==> config.mk <==
export PLATFORM = sky130hd
export DESIGN_NAME = pfd_sampled
export DESIGN_NICKNAME = d
export VERILOG_FILES = /design/src/rtl/pfd_sampled.sv
export SDC_FILE = /design/constraint.sdc
export NUM_CORES = 1
export LEC_CHECK = 0
export BUFFER_PORTS_ARGS = -buffer_cell sky130_fd_sc_hd__clkbuf_2
export CAP_MARGIN = 5
export CORE_UTILIZATION = 35
export CTS_BUF_LIST = sky130_fd_sc_hd__clkbuf_4
export CTS_CLUSTER_DIAMETER = 200
export DETAILED_ROUTE_END_ITERATION = 10
export PLACE_DENSITY_LB_ADDON = 0.3
export SYNTH_ARGS = -nofsm -noshare
export SYNTH_HDL_FRONTEND = slang
export SYNTH_SLANG_ARGS = --single-unit
==> constraint.sdc <==
create_clock -name clk -period 5.35 [get_ports clk]
set_clock_uncertainty 0.05 [all_clocks]
set_input_delay 0.535 -clock clk [delete_from_list [all_inputs] [get_ports clk]]
set_output_delay 0.535 -clock clk [all_outputs]
set_load 0.005 [all_outputs]
==> src/rtl/pfd_sampled.sv <==
module pfd_sampled #(
  parameter int CW   = 16,
  parameter int SYNC = 2
) (
  input  logic                 clk,
  input  logic                 rst,
  input  logic                 ref_in,
  input  logic                 fb_in,
  output logic                 up,
  output logic                 dn,
  output logic                 up_n,
  output logic                 dn_n,
  output logic signed [CW-1:0] width,
  output logic                 width_vld
);

  localparam logic [CW-1:0] CMAX = CW'((64'd1 << (CW-1)) - 64'd2);

  typedef enum logic [1:0] {NEUT, LEAD_R, LEAD_F} st_t;

  logic [SYNC:0] r_sh, f_sh;
  logic          r_edge, f_edge;
  st_t           st, nxt;
  logic [CW-1:0] cnt, cnt_inc;

  always_ff @(posedge clk) begin
    if (rst) begin
      r_sh <= '0;
      f_sh <= '0;
    end else begin
      r_sh <= {r_sh[SYNC-1:0], ref_in};
      f_sh <= {f_sh[SYNC-1:0], fb_in};
    end
  end

  assign r_edge = r_sh[SYNC-1] & ~r_sh[SYNC];
  assign f_edge = f_sh[SYNC-1] & ~f_sh[SYNC];

  always_comb begin
    nxt = st;
    unique case (st)
      NEUT: begin
        if (r_edge && !f_edge) nxt = LEAD_R;
        else if (f_edge && !r_edge) nxt = LEAD_F;
      end
      LEAD_R: if (f_edge) nxt = NEUT;
      LEAD_F: if (r_edge) nxt = NEUT;
      default: nxt = NEUT;
    endcase
  end

  assign cnt_inc = (cnt == CMAX) ? cnt : cnt + 1'b1;

  always_ff @(posedge clk) begin
    if (rst) begin
      st        <= NEUT;
      cnt       <= '0;
      width     <= '0;
      width_vld <= 1'b0;
    end else begin
      st        <= nxt;
      cnt       <= (st != NEUT && nxt == st) ? cnt_inc : '0;
      width_vld <= (st != NEUT && nxt != st);
      if (st != NEUT && nxt != st)
        width <= (st == LEAD_R) ? $signed(cnt + 1'b1) : $signed(~(cnt + 1'b1) + 1'b1);
    end
  end

  assign up   = (st == LEAD_R);
  assign dn   = (st == LEAD_F);
  assign up_n = ~up;
  assign dn_n = ~dn;

  assert_excl_R2: assert property (@(posedge clk) disable iff (rst) !(up && dn));

  assert_up_start_R2: assert property (@(posedge clk) disable iff (rst)
    $rose(up) |-> $past(r_edge && !f_edge));

  assert_dn_start_R3: assert property (@(posedge clk) disable iff (rst)
    $rose(dn) |-> $past(f_edge && !r_edge));

  assert_coincident_R4: assert property (@(posedge clk) disable iff (rst)
    (r_edge && f_edge) |=> (!up && !dn));

  assert_up_hold_R7: assert property (@(posedge clk) disable iff (rst)
    (up && !f_edge) |=> up);

  assert_dn_hold_R7: assert property (@(posedge clk) disable iff (rst)
    (dn && !r_edge) |=> dn);

  assert_report_R10: assert property (@(posedge clk) disable iff (rst)
    width_vld |-> ($fell(up) || $fell(dn)));

  assert_report_sign_R10: assert property (@(posedge clk) disable iff (rst)
    (width_vld && $fell(up)) |-> (width > 0));

  assert_rest_high_R8: assert property (@(posedge clk) disable iff (rst)
    (!up && !dn) |-> (up_n && dn_n));

endmodule

==> impl_metrics.env, run 1 <==
export IMPL_p_sw_share_pct=22.8
export IMPL_netlist_instances=288
export IMPL_setup_ws_ns=2.59
export IMPL_cts_root_buffer="clkbuf_4"
export IMPL_synth_seq_cells=41
export IMPL_setup_viol=0
export IMPL_netlist_area_um2=2360
export IMPL_chipWidth_um=84.1
export IMPL_synth_simple_area_share_pct=27.2
export IMPL_start_util_pct=36.7
export IMPL_grt_max_degree=26
export IMPL_async_flop_share_pct=0
export IMPL_cp_end_kind="flop"
export IMPL_synth_top_cell_area_share_pct=34.8
export IMPL_p_sw_uw=140
export IMPL_multi_input_area_um2=1390
export IMPL_row_count=29
export IMPL_wl_um=5370
export IMPL_place_inst=367
export IMPL_postLayoutCoreUtil_pct=40.0
export IMPL_grt_usage_pct=16.0
export IMPL_synth_edf_count=0
export IMPL_grt_use_met2_pct=25.1
export IMPL_power_density_nw_per_um2=239
export IMPL_yosys_warnings=0
export IMPL_final_cell_area_um2=2570
export IMPL_synth_compound_area_share_pct=18.9
export IMPL_antenna_found_initial=0
export IMPL_syn2layout_area_growth_pct=8.81
export IMPL_internal_power_uw=473
export IMPL_muxShareOfSynthArea_pct=0.849
export IMPL_portBuffers=24
export IMPL_viasPerCell=5.33
export IMPL_clock_latency_ns=0.36
export IMPL_crit_required_ns=5.55
export IMPL_p_leak_nw=0.923
export IMPL_grt_busiest_layer="met2"
export IMPL_drv_cap=0
export IMPL_grt_overflow_total=0
export IMPL_wl_per_cell_um=14.3
export IMPL_max_vdd_ir_drop_mv=0.120
export IMPL_worst_pin_slew_ns=0.739
export IMPL_synth_top_flop_cell="dfxtp_1"
export IMPL_period_share_pct=51.6
export IMPL_synth_xor_area_share_pct=10.4
export IMPL_use_met1_pct=22.1
export IMPL_path_cells="ha_1 -> xnor2_1 -> nand3_1 -> a211oi_2 -> nor3b_2 -> a21oi_1 -> a211oi_1 -> o21ai_1"
export IMPL_cts_clk_slew_worst_paths_ns=0.14
export IMPL_ctsResizeCount=0
export IMPL_critPathMaxStageDelay_ns=0.64
export IMPL_crit_family="compound AO/OA/AOI/OAI gates"
export IMPL_hold_viol=0
export IMPL_layout_drive_gt1_share_pct=16.1
export IMPL_cts_htree_levels=2
export IMPL_clockPowerShare_pct=42.7
export IMPL_setup_worst_path_start_class="flop"
export IMPL_cts_sinks=41
export IMPL_clockBufferDepth=2
export IMPL_setup_tns_ns=0
export IMPL_grt_pass1_wl_um=9060
export IMPL_grt_pass1_vias=1823
export IMPL_path_buf_inv=0
export IMPL_diodes=0
export IMPL_synth_net_count=295
export IMPL_cts_buffers=5
export IMPL_layoutNonFillerInstCount=375
export IMPL_ant_nets=0
export IMPL_crit_arrival_ns=2.96
export IMPL_ioPinCount=25
export IMPL_post_place_ws_ns=2.62
export IMPL_crit_type="flop to flop"
export IMPL_postPlaceCellArea_um2=2460
export IMPL_synth_cell_types=54
export IMPL_max_freq_ghz=0.362
export IMPL_yosysTopAreaCell="dfxtp_1"
export IMPL_cts_hold_fix_buffers=0
export IMPL_violations="DRC"
export IMPL_dpl_hpwl_um=3830
export IMPL_hold_slack_ns=0.324
export IMPL_fin_total_pwr_uw=612
export IMPL_ys_seq_area_share_pct=34.8
export IMPL_use_met3_pct=3.36
export IMPL_tritoncts="done"
export IMPL_slew_headroom_pct=50.7
export IMPL_die_area_um2=7070
export IMPL_cts_setup_buffers=0
export IMPL_synth_area_top_cells="dfxtp_1, a21oi_1, xnor2_1"
export IMPL_drt_first_pass_iters=7
export IMPL_yosys_area_share_adder_pct=1.59
export IMPL_rsz0062_at_grt="false"
export IMPL_critPathMaxFanout=14
export IMPL_combinationalPowerShare_pct=5.7
export IMPL_power_frac_seq_pct=51.6
export IMPL_syn_area_per_cell_um2=8.19
export IMPL_r2r_slack_ns=2.59
export IMPL_synth_top_family_by_area="simple AND/OR/NAND/NOR gates"
export IMPL_status="complete, but fails checks"
export IMPL_core_area_um2=6420
export IMPL_post_route_min_period_ns=2.76
export IMPL_fp_dieH_um=84.1
export IMPL_num_fill_cells=658
export IMPL_mostFrequentLayoutCell="dfxtp_1"
export IMPL_drv_slew=0
export IMPL_critPathSlowestCell="dfxtp_1"
export IMPL_mostFrequentLayoutCells="dfxtp_1, a21oi_1, nand2_1"
export IMPL_num_nets_final=304
export IMPL_place_congestion=0.879
export IMPL_drc=6
export IMPL_regArea_um2=821
export IMPL_hold_path_class="input pin to flop"
export IMPL_vias=1997
export IMPL_drtIter0Drc=129
==> path summary, 6_finish.rpt <==
check	from	endpoint	cells past startpoint
worst max-delay path	cnt[0]	width[15]	8
worst max register to register	cnt[0]	width[15]	8
worst min-delay path	fb_in	f_sh[0]	2
worst min register to register	f_sh[0]	f_sh[1]	1
==> state kept, by name, indices dropped and copies added (netlist names) <==
name and flops:
cnt 16, f_sh 3, r_sh 3, st 2, width 16, width_vld 1
==> final cells by class <==
cell class | count | area share, %
Clock inverter | 3 | 2.68
Tap cell | 77 | 3.75
Sequential cell | 41 | 32.0
Inverter | 9 | 1.32
Clock buffer | 5 | 1.46
Timing Repair Buffer | 24 | 4.68
Multi-Input combinational cell | 216 | 54.1
==> synthesized netlist by cell type, types with 4 or more instances <==
master and n:
dfxtp_1 41, a21oi_1 30, nand2_1 27, nor2_1 21, xnor2_1 15, nand3_1 13
o21ai_0 13, xor2_1 13, clkbuf_1 12, inv_1 9, nor2b_1 9, nor3_1 7
buf_2 5, or3_1 5, nand4_1 4, o21ai_1 4
==> logic make-up after synthesis <==
family,Yosys count
xor+xnor,28
compound gates,70
buf+inv,31
flops,41
simple gates,113
fa+ha+maj,3
mux,2
==> power by group through the flow <==
| stage | logic (mW) | registers, mW | clock network (mW) |
|---|---|---|---|
| floorplan | 0.0256 | 0.322 | 0 |
| global placement | 0.0358 | 0.322 | 0 |
| detailed placement | 0.0357 | 0.323 | 0 |
| CTS | 0.0358 | 0.316 | 0.266 |
| global route | 0.0402 | 0.317 | 0.276 |
| finish | 0.0352 | 0.316 | 0.261 |
==> metal layers <==
metal	part of all wire, %	routed length, µm	vias up
li1	-	-	1020
met1	49	2620	931
met2	46	2470	42
met3	4.1	220	4
met4	1.1	59	0
met5	0	0	-
Note: power is estimated with default switching activity, not from simulation.
==> run 2, diff against run 1 <==
==> constraint.sdc (replaced) <==
create_clock -name clk -period 2.7 [get_ports clk]
set_clock_uncertainty 0.05 [all_clocks]
set_input_delay 0.27 -clock clk [delete_from_list [all_inputs] [get_ports clk]]
set_output_delay 0.27 -clock clk [all_outputs]
set_load 0.005 [all_outputs]
==> run 2 against run 1 <==
Net effect: the run still ends with DRC left; non-clock buffer count rose by 6; critical path depth stayed put; sequential share of layout area down 0.22 points; fmax up 12%; die area stayed put; flip-flop and latch count stayed put; register-to-register slack worse by 2.4 ns; total power rose by 81%; count of clock-buffer cells in the layout unchanged; combinational power grew 110%.
==> impl_metrics.env, run 2 (synthesis results as in run 1) <==
export IMPL_status="complete, but fails checks"
export IMPL_violations="DRC"
export IMPL_ant_nets=0
export IMPL_post_place_ws_ns=0.265
export IMPL_fin_total_pwr_mw=1.11
export IMPL_max_vdd_ir_drop_mv=0.201
export IMPL_drv_cap=0
export IMPL_multi_input_area_um2=1390
export IMPL_reg2regPathDepth=8
export IMPL_hold_end="f_sh[0]"
export IMPL_grt_overflow_total=0
export IMPL_setup_tns_ns=0
export IMPL_row_count=29
export IMPL_cp_end_kind="flop"
export IMPL_cts_clk_slew_worst_paths_ns=0.13
export IMPL_ioPinCount=25
export IMPL_hold_slack_ns=0.0481
export IMPL_antenna_found_initial=0
export IMPL_dpl_hpwl_um=3830
export IMPL_power_density_nw_per_um2=429
export IMPL_crit_type="flop to flop"
export IMPL_hold_path_class="input pin to flop"
export IMPL_mostFrequentLayoutCells="dfxtp_1, a21oi_1, nand2_1"
export IMPL_layoutNonFillerInstCount=381
export IMPL_regArea_um2=821
export IMPL_rsz0062_at_grt="false"
export IMPL_r2r_slack_ns=0.23
export IMPL_core_area_um2=6420
export IMPL_cts_hold_fix_buffers=0
export IMPL_period_share_pct=91.4
export IMPL_drc=7
export IMPL_grt_usage_pct=15.3
export IMPL_post_route_min_period_ns=2.47
export IMPL_drv_slew=0
export IMPL_num_nets_final=310
export IMPL_vias=1989
export IMPL_max_freq_ghz=0.405
export IMPL_viasPerCell=5.22
export IMPL_hold_path_depth=2
export IMPL_clockBufferDepth=2
export IMPL_portBuffers=24
export IMPL_cts_buffers=5
export IMPL_start_util_pct=36.7
export IMPL_r2r_start="cnt[1]"
export IMPL_syn2layout_area_growth_pct=9.55
export IMPL_setup_viol=0
export IMPL_hold_viol=0
export IMPL_worst_pin_slew_ns=0.610
export IMPL_grt_pass1_wl_um=8600
export IMPL_largestRegisters="cnt x16, width x16"
export IMPL_grt_max_degree=26
export IMPL_place_congestion=0.867
export IMPL_diodes=0
export IMPL_setup_worst_path_start_class="flop"
export IMPL_wl_um=5270
export IMPL_hold_start="fb_in"
export IMPL_p_leak_nw=0.936
export IMPL_layout_drive_gt1_share_pct=17.4
export IMPL_cts_setup_buffers=0
export IMPL_crit_required_ns=2.91
export IMPL_die_area_um2=7070
export IMPL_clock_latency_ns=0.36
export IMPL_mostFrequentLayoutCell="dfxtp_1"
export IMPL_num_fill_cells=663
export IMPL_drtIter0Drc=141
export IMPL_ctsResizeCount=0
export IMPL_setup_ws_ns=0.231
export IMPL_place_inst=373
export IMPL_cts_root_buffer="clkbuf_4"
export IMPL_grt_pass1_vias=1725
export IMPL_cts_htree_levels=2
export IMPL_critPathMaxFanout=9
export IMPL_r2r_end="width[15]"
export IMPL_tritoncts="done"
export IMPL_fp_dieH_um=84.1
export IMPL_slew_headroom_pct=59.2
export IMPL_cts_sinks=41
export IMPL_drt_first_pass_iters=8
export IMPL_crit_arrival_ns=2.68
export IMPL_chipWidth_um=84.1
export IMPL_wl_per_cell_um=13.8
run 2: cell count changes in the layout (fill, tap and decap cells not counted), sizes merged:
cell      before  now
bufinv         2    1
clkinvlp       0    1
clkinv         0    1
inv           10    9
buf            0    6
run 2: worst max-delay path by stage:
stage	cells after the start	slack (ns)	startpoint	endpoint
after floorplan	9	0.52	cnt[1]	width[15]
after global placement	8	0.24	cnt[0]	width[15]
after detailed placement	8	0.26	cnt[1]	width[15]
after CTS	8	0.24	cnt[1]	width[15]
after global routing	7	0.02	cnt[2]	width[15]
final	8	0.23	cnt[1]	width[15]
run 2: critical path: stages, from the launching register on:
cell and delay, ns:
dfxtp_1 0.36, ha_1 0.41, xnor2_1 0.23, nand3_1 0.19, a211oi_2 0.33, nor3b_2 0.37, a21oi_1 0.11, a211oi_1 0.24
o21ai_1 0.08
run 2: cell type report:
cell class,count,share of cell area (%)
clock buffer,5,1.45
timing repair buffer,30,6.39
clock inverter,3,1.60
inverter,9,1.31
multi-input combinational,216,53.8
tap,77,3.73
sequential,41,31.8
run 2: power breakdown:
group	switching [mW]	internal (mW)	total (mW)
clock	0.220	0.192	0.412
sequential	0.00605	0.617	0.623
combinational	0.0443	0.0299	0.0742
total	0.271	0.839	1.11
run 2: stage by stage:
step           util [%]  cell area (µm²)
6_report           40.2             2580
2_1_floorplan         -             2360
4_1_cts            40.2             2580
3_3_place_gp       39.0             2500
3_5_place_dp       39.0             2500
5_1_grt            40.2             2580
run 2: per-layer routing:
layer | share of wire (%) | up-vias | track usage (%)
met5 | 0 | - | 0
met4 | 1.1 | 0 | 4.23
met3 | 4.7 | 7 | 3.76
met2 | 45 | 42 | 23.5
met1 | 50 | 912 | 21.1
li1 | - | 1028 | -
